--- src/rtl/dbg_modsel_rx.sv ---
module dbg_modsel_rx #(
  parameter int ID_W    = 4,
  parameter int NUM_MOD = 2,
  parameter int CRC_W   = 32,
  parameter logic [CRC_W-1:0] POLY = 32'h04C11DB7
) (
  input  logic            tck,
  input  logic            tap_reset,
  input  logic            debug_sel,
  input  logic            capture_dr,
  input  logic            shift_dr,
  input  logic            update_dr,
  input  logic            tdi,
  output logic            tdo,
  output logic [ID_W-1:0] mod_id,
  output logic            mod_valid
);
  localparam int STAT_W = 4;
  localparam int RX_END = 1 + ID_W + CRC_W;
  localparam int OC_BEG = RX_END + STAT_W;
  localparam int LAST   = OC_BEG + CRC_W;
  localparam int CW     = $clog2(LAST + 1);

  function automatic logic [CRC_W-1:0] crc_step(input logic [CRC_W-1:0] c, input logic b);
    return {c[CRC_W-2:0], 1'b0} ^ ((c[CRC_W-1] ^ b) ? POLY : '0);
  endfunction

  logic [CW-1:0]    bit_cnt;
  logic             marker;
  logic [ID_W-1:0]  id_sr;
  logic [CRC_W-1:0] rx_crc, calc_crc, out_crc;

  wire crc_bad  = rx_crc != calc_crc;
  wire id_bad   = 32'(id_sr) >= 32'(NUM_MOD);
  wire [STAT_W-1:0] stat = {crc_bad, 1'b0, id_bad, 1'b0};
  wire [1:0] sidx = 2'(bit_cnt - CW'(RX_END));
  wire stat_bit = stat[~sidx];

  wire in_id    = bit_cnt != '0 && bit_cnt <= CW'(ID_W);
  wire in_rx    = bit_cnt > CW'(ID_W) && bit_cnt < CW'(RX_END);
  wire in_stat  = bit_cnt >= CW'(RX_END) && bit_cnt < CW'(OC_BEG);
  wire in_ocrc  = bit_cnt >= CW'(OC_BEG) && bit_cnt < CW'(LAST);
  wire complete = bit_cnt >= CW'(RX_END);
  wire sel_ok   = marker && complete && !crc_bad && !id_bad;

  assign tdo = debug_sel && shift_dr && marker &&
               ((in_stat && stat_bit) || (in_ocrc && out_crc[CRC_W-1]));

  always_ff @(posedge tck or posedge tap_reset) begin
    if (tap_reset) begin
      bit_cnt   <= '0;
      marker    <= 1'b0;
      id_sr     <= '0;
      rx_crc    <= '0;
      calc_crc  <= '1;
      out_crc   <= '1;
      mod_id    <= '0;
      mod_valid <= 1'b0;
    end else if (debug_sel) begin
      if (capture_dr) begin
        bit_cnt  <= '0;
        marker   <= 1'b0;
        id_sr    <= '0;
        rx_crc   <= '0;
        calc_crc <= '1;
        out_crc  <= '1;
      end else if (shift_dr) begin
        if (bit_cnt != CW'(LAST)) bit_cnt <= bit_cnt + 1'b1;
        if (bit_cnt == '0) begin
          marker   <= tdi;
          calc_crc <= crc_step(calc_crc, tdi);
        end else if (in_id) begin
          id_sr    <= ID_W'({id_sr, tdi});
          calc_crc <= crc_step(calc_crc, tdi);
        end else if (in_rx) begin
          rx_crc   <= {rx_crc[CRC_W-2:0], tdi};
        end else if (in_stat) begin
          out_crc  <= crc_step(out_crc, stat_bit);
        end else if (in_ocrc) begin
          out_crc  <= {out_crc[CRC_W-2:0], 1'b0};
        end
      end else if (update_dr && sel_ok) begin
        mod_id    <= id_sr;
        mod_valid <= 1'b1;
      end
    end
  end
endmodule


--- config.mk ---
export PLATFORM = sky130hd
export DESIGN_NAME = dbg_modsel_rx
export DESIGN_NICKNAME = d
export VERILOG_FILES = /design/src/rtl/dbg_modsel_rx.sv
export SDC_FILE = /design/constraint.sdc
export NUM_CORES = 1
export LEC_CHECK = 0
export BUFFER_PORTS_ARGS = -buffer_cell sky130_fd_sc_hd__clkbuf_2
export CORE_MARGIN = 5
export CORE_UTILIZATION = 49
export CTS_CLUSTER_DIAMETER = 30
export DETAILED_ROUTE_END_ITERATION = 7
export HOLD_SLACK_MARGIN = 0.08
export SLEW_MARGIN = 20
export SYNTH_ARGS = -nofsm -noshare
export SYNTH_HDL_FRONTEND = slang
export SYNTH_SLANG_ARGS = --single-unit
--- constraint.sdc ---
create_clock -name tck -period 5.45 [get_ports tck]
set_clock_uncertainty 0.1 [all_clocks]
set_input_delay 0.545 -clock tck [delete_from_list [all_inputs] [get_ports tck]]
set_output_delay 0.545 -clock tck [all_outputs]
set_load 0.01 [all_outputs]
# Yosys cells after proc, flatten, opt, wreduce, memory -nomap -nowiden
# Index checks and enable logic that the tools add are counted.
[totals] elab_cells=93 ff_bits=113
[classes] n_mux=30 add_sub_neg=2 eq_ne=5 n_lt_le_gt_ge=9 bitwise=7 reduce_logical=32
[op_table] operator="32-bit 2-to-1 mux" n=16
[op_table] operator="32-bit by 27-bit bitwise XOR with 32-bit output" n=2
[op_table] operator="27-bit 2-to-1 mux" n=2
[op_table] operator="32-bit inequality test" n=1
[op_table] operator="7-bit 2-to-1 mux" n=3
[op_table] operator="4-bit 2-to-1 mux" n=4
[op_table] operator="7-bit by 6-bit >= comparator with 1-bit output, second input constant" n=2
[op_table] operator="7-bit by 6-bit less-than comparator with 1-bit output, second input constant" n=2
[op_table] operator="1-bit logical AND" n=13
[op_table] operator="2-bit nonzero test" n=5
[op_table] operator="3-bit AND reduction" n=3
[op_table] operator="4-bit AND reduction" n=2
[op_table] operator="7-bit by 1-bit adder with 7-bit output, second input constant" n=1
[op_table] operator="7-bit by 3-bit > comparator with 1-bit output, second input constant" n=1
[op_table] operator="7-bit by 3-bit less-or-equal comparator with 1-bit output, second input constant" n=1
[op_table] operator="7-bit zero test" n=1
[op_table] operator="7-bit less-than comparator, second input constant" n=1
[op_table] operator="7-bit inequality test, second input constant" n=1
[op_table] operator="7-bit nonzero test" n=1
[op_table] operator="2-bit inequality test, second input constant" n=3
[op_table] operator="6-bit AND reduction" n=1
[op_table] operator="3-bit nonzero test" n=2
[op_table] operator="5-bit AND reduction" n=1
[op_table] operator="4-bit by 2-bit >= comparator with 1-bit output, second input constant" n=1
[op_table] operator="9 further kinds" n=15

# Longest topological paths before layout
[depth] word_depth=13 depth_mapped=10 mapped_depth_nobuf=8

# Worst setup path after synthesis
# OpenSTA, ideal clock, no wires.
[synth_timing] kind="reg-to-output" from="register bit_cnt[4]" to="output tdo" path_slack_ps=2799 stages_incl_launch_ff=10 t_arrival_ps=2006 path_cell_list="dfrtp_1 buf_2 or3_4 nor2_4 o21ai_1 or2_1 clkbuf_1 buf_2 a21o_1 a21oi_1"
[synth_via] elab_chain_cells=5 word_cells_on_any_way=10 cone_classes="4 x order compare; 6 x reduce/logical"
[synth_lines] item="start: declaration" line_no="28" text="logic [CW-1:0] bit_cnt;"
[synth_lines] item="start signal: assignment" line_no="68" text="if (bit_cnt != CW'(LAST)) bit_cnt <= bit_cnt + 1'b1;"
[synth_lines] item="7-bit by 6-bit >= comparator with 1-bit output, or another cell as far along" line_no="41" text="wire in_stat = bit_cnt >= CW'(RX_END) && bit_cnt < CW'(OC_BEG);"
[synth_lines] item="1-bit logical AND (on tied branches)" line_no="41, 42"
[synth_lines] item="1-bit logical AND" line_no="47" text="((in_stat && stat_bit) || (in_ocrc && out_crc[CRC_W-1]));"
[synth_lines] item="1-bit logical OR *" line_no="47"
[synth_lines] item="1-bit logical AND *" line_no="46" text="assign tdo = debug_sel && shift_dr && marker &&"
[synth_lines] item="end: declaration" line_no="14" text="output logic tdo,"
# Every way passes the cells marked *; elsewhere a longest branch is shown, timed or not.

# Worst setup path after layout
[layout_timing] from="register bit_cnt[0]" to="output tdo"
[layout_via] elab_chain_cells=7 word_cells_on_any_way=14 cone_classes="1 x add/sub; 4 x order compare; 2 x mux; 1 x bitwise; 6 x reduce/logical"
[layout_lines] item="2-bit by 1-bit subtractor with 2-bit output" line_no="36" text="wire [1:0] sidx = 2'(bit_cnt - CW'(RX_END));"
[layout_lines] item="2-bit NOT" line_no="37" text="wire stat_bit = stat[~sidx];"
[layout_lines] item="1-bit binary-select mux with 2-bit select" line_no="37"
[layout_lines] item="1-bit 2-to-1 mux (implied by the code)" line_no="37"
[layout_lines] item="1-bit logical AND" line_no="47"
[layout_lines] item="1-bit logical OR *" line_no="47"
[layout_lines] item="1-bit logical AND *" line_no="46"
# Every way passes the cells marked *; elsewhere a longest branch is shown, timed or not. The select of a mux whose other input is x is not followed.

==> metrics.txt <==
Mapped Cells=577; Starting Density=49.65%; TritonCTS clock tree=yes; Switching Power=around 0.53 mW; first-pass GRT wire length=20.56 mm; leakage power=2.373 nW; Largest stage delay, worst path=0.54 ns; min Tclk post-route=3.450 ns; PwrDens=350.3 nW/um^2; largest net degree at the start of global routing=77; Total GRT Usage=19.42%; Setup TNS=0 ns; Die Ht=117.1 um; final setup fails=0; synthesized area per cell=9.741 sq um; fin. max-slew vios=0; DP HPWL=between 7 and 8 mm; Power Internal=1.684 mW; RSZ-0062 raised after global routing=false; DP Area=around 5700 sq um; Max VDD drop=about 240 uV; H-tree depth=4; DR iter-0 viols=451; vias after detailed routing=4146; number of flops mapped to enable cells by yosys=0; Logic pwr share=under 10%; asr flop ratio synth=100.0%; WS Path Type=reg -> out; Synth Cell Area=5620 sq um; final wirelength=12.00 mm; Top FF cell, synth=dfstp_2; Ports=13; Final Cell Area=6331 sq um; CTS sink count=113; CTS Hold Bufs=0; Total Die Area=between 10000 and 15000 sq um; Post-CTS Resized=0; DRC=0; CTS buffer count=17; Final period util=between 60 and 70%; worst slew pin tran=0.9980 ns; crit path max fanout=15; vias in the first global route=4095; share of layout cells above drive strength 1=20.89%; Area Overhead vs Synth=12.64%; register bit total from synthesis=roughly 110; Critical Path Slowest Stage Cell=or2_1; Syn. warnings=0; Worst Setup End Kind=output port; # nets final=581; Clock Power Share=48.4%; CTS root buffer=clkbuf_16; Worst slew margin=33.47%; sequential area share after synthesis=51.74%; switch share=24.05%; grt met1 use=27.34%; fmax=289.9 MHz; initial antenna violation count=0; Data arrival, critical path=2.80 ns; ordered list of cells on the worst path=inv_1 > ha_1 > o41ai_2 > or2_1 > a21o_1 > a21oi_1 > clkbuf_2; Synth Net Count=587; GP Congestion=0.7485; row cnt=39; core area=11320 sq um; Post-CTS Setup Bufs=0; grt met2 use=28.90%; Yosys cell types=53; Hold Violations, Final=0; worst-case clock buffer depth=2; Vias per Instance=about 5.7; fillcell total=996; CP Launch Type=flop; GR Overflow Total=0; die span in x=117.1 um; average wire per standard cell=16.51 um; first-pass iteration count of the detailed router=4; Max Cap Viol=0; GR peak layer=met2; required time of the critical path=4.81 ns; total power=between 2 and 2.5 mW; worst hold path class=in -> async; run status=complete, no violations; port buffer count=12; Seq pwr share=43.2%; met3 Track Usage GR=4.987%; Clk pin slew, worst setup/hold paths=around 0.05 ns; Inserted Diodes=0; antenna-violating nets left=0; clk_lat worst skew=0.41 ns
==> worst max-delay path: cells and delay by family, from the launching register on <==
| kind | cells | cell delay (ns) |
|---|---|---|
| simple gates | 1 | 0.54 |
| compound gates | 3 | 0.70 |
| buf+inv | 2 | 0.26 |
| flops | 1 | 0.49 |
| fa+ha+maj | 1 | 0.40 |
==> synth_stat cells, drive strengths merged (4+ instances only) <==
cell      n  area share, %
dfrtp    49             22
nor2     67            4.7
o32ai    13            2.0
buf      19            1.7
o22a     18            2.8
inv       7           0.47
nor4     10            1.2
a21oi    21            1.9
dfstp    64             30
nand4     4           0.45
o21ai    41            3.7
nand3    22            2.0
nor3     19            1.8
nor2b    15            1.7
nand2    70            4.7
clkbuf   22            1.5
a2111oi  13            2.0
a31oi    15            1.7
xor2     47            7.3
and2      5           0.56
==> logic make-up (layout without fill, tap and decap cells) <==
kind of cell	after synthesis	count (layout)	share of synthesized area, %
xor gates and xnor gates	50	50	7.792
buffers and inverters	48	55	3.629
muxes	2	2	0.3784
adders and majority gates	3	3	0.6679
AOI/OAI and AO/OA	141	141	17.77
DFF	113	113	51.74
and+or+nand+nor	220	220	18.03
==> cells in the final DEF (no fill, tap or decap), types with 3 or more instances in the layout <==
cell / netlist / final
a2111oi_0: 13 / 13
a21oi_1: 21 / 21
a31oi_1: 15 / 15
and2_1: 5 / 5
buf_4: 1 / 4
clkbuf_1: 22 / 4
clkbuf_16: 0 / 17
clkbuf_2: 0 / 12
clkbuf_8: 0 / 7
clkinv_2: 0 / 3
dfrtp_1: 49 / 49
dfstp_2: 64 / 64
ha_1: 3 / 3
inv_1: 7 / 6
nand2_1: 69 / 69
nand2b_1: 3 / 3
nand3_1: 22 / 22
nand4_1: 4 / 4
nor2_1: 65 / 65
nor2b_1: 15 / 15
nor3_1: 18 / 18
nor4_1: 9 / 9
o21ai_0: 37 / 37
o21ai_1: 3 / 3
o22a_1: 18 / 18
o32ai_1: 13 / 13
xor2_1: 47 / 47
==> power by group through the flow <==
stage | logic, mW | clock network [mW] | registers [mW]
after global placement | 0.184 | 0 | 0.968
after floorplan | 0.148 | 0 | 0.955
after global routing | 0.211 | 1.14 | 0.964
after detailed placement | 0.186 | 0 | 0.969
final | 0.186 | 1.07 | 0.958
after CTS | 0.188 | 1.10 | 0.957
==> stage by stage <==
step	instances	hold WS, ns	setup WS [ns]	util [%]
6_report	727	0.2474	2.000	55.92
4_1_cts	727	0.2672	1.994	55.79
5_1_grt	727	0.3337	1.807	55.92
3_5_place_dp	695	0.3532	1.860	50.65
3_3_place_gp	695	0.3503	1.909	50.65
2_1_floorplan	577	0.3689	1.924	-
==> worst paths after layout <==
check,end,depth (start not counted),startpoint,slack (ns)
worst max-delay path,tdo,7,bit_cnt[0]$_DFFE_PP0P_,2.00
worst min-delay path,rx_crc[21]$_DFFE_PP0P_,2,tap_reset,0.25
worst max register to register,out_crc[16]$_DFFE_PP1P_,6,bit_cnt[6]$_DFFE_PP0P_,2.27
worst min register to register,mod_valid$_DFFE_PP0P_,1,mod_valid$_DFFE_PP0P_,0.36
max in group asynchronous,calc_crc[14]$_DFFE_PP1P_,3,tap_reset,3.96
min in group tck,id_sr[3]$_DFFE_PP0P_,2,debug_sel,0.34
==> routing by layer <==
layer / vias to the layer above / part of all wire (%)
li1: 2026 / -
met1: 2019 / 50
met2: 84 / 45
met3: 17 / 4.0
met4: 0 / 1.6
met5: - / 0
==> registers in the layout, indices dropped and copies added (netlist names) <==
| register | cells |
|---|---|
| out_crc | 32 |
| bit_cnt | 7 |
| rx_crc | 32 |
| id_sr | 4 |
| mod_id | 4 |
| calc_crc | 32 |
| mod_valid | 1 |
| marker | 1 |
==> area by class of cell <==
class                      instances  area, sq um  area share, %
clock buffer                      28        536.8          8.478
clock inverter                     4        45.04         0.7115
inverter                           7        28.78         0.4545
multi-input combinational        416         2544          40.18
sequential                       113         2908          45.93
tap                              143        178.9          2.826
timing repair buffer              16        90.09          1.423
(Power assumes the default switching activity.)
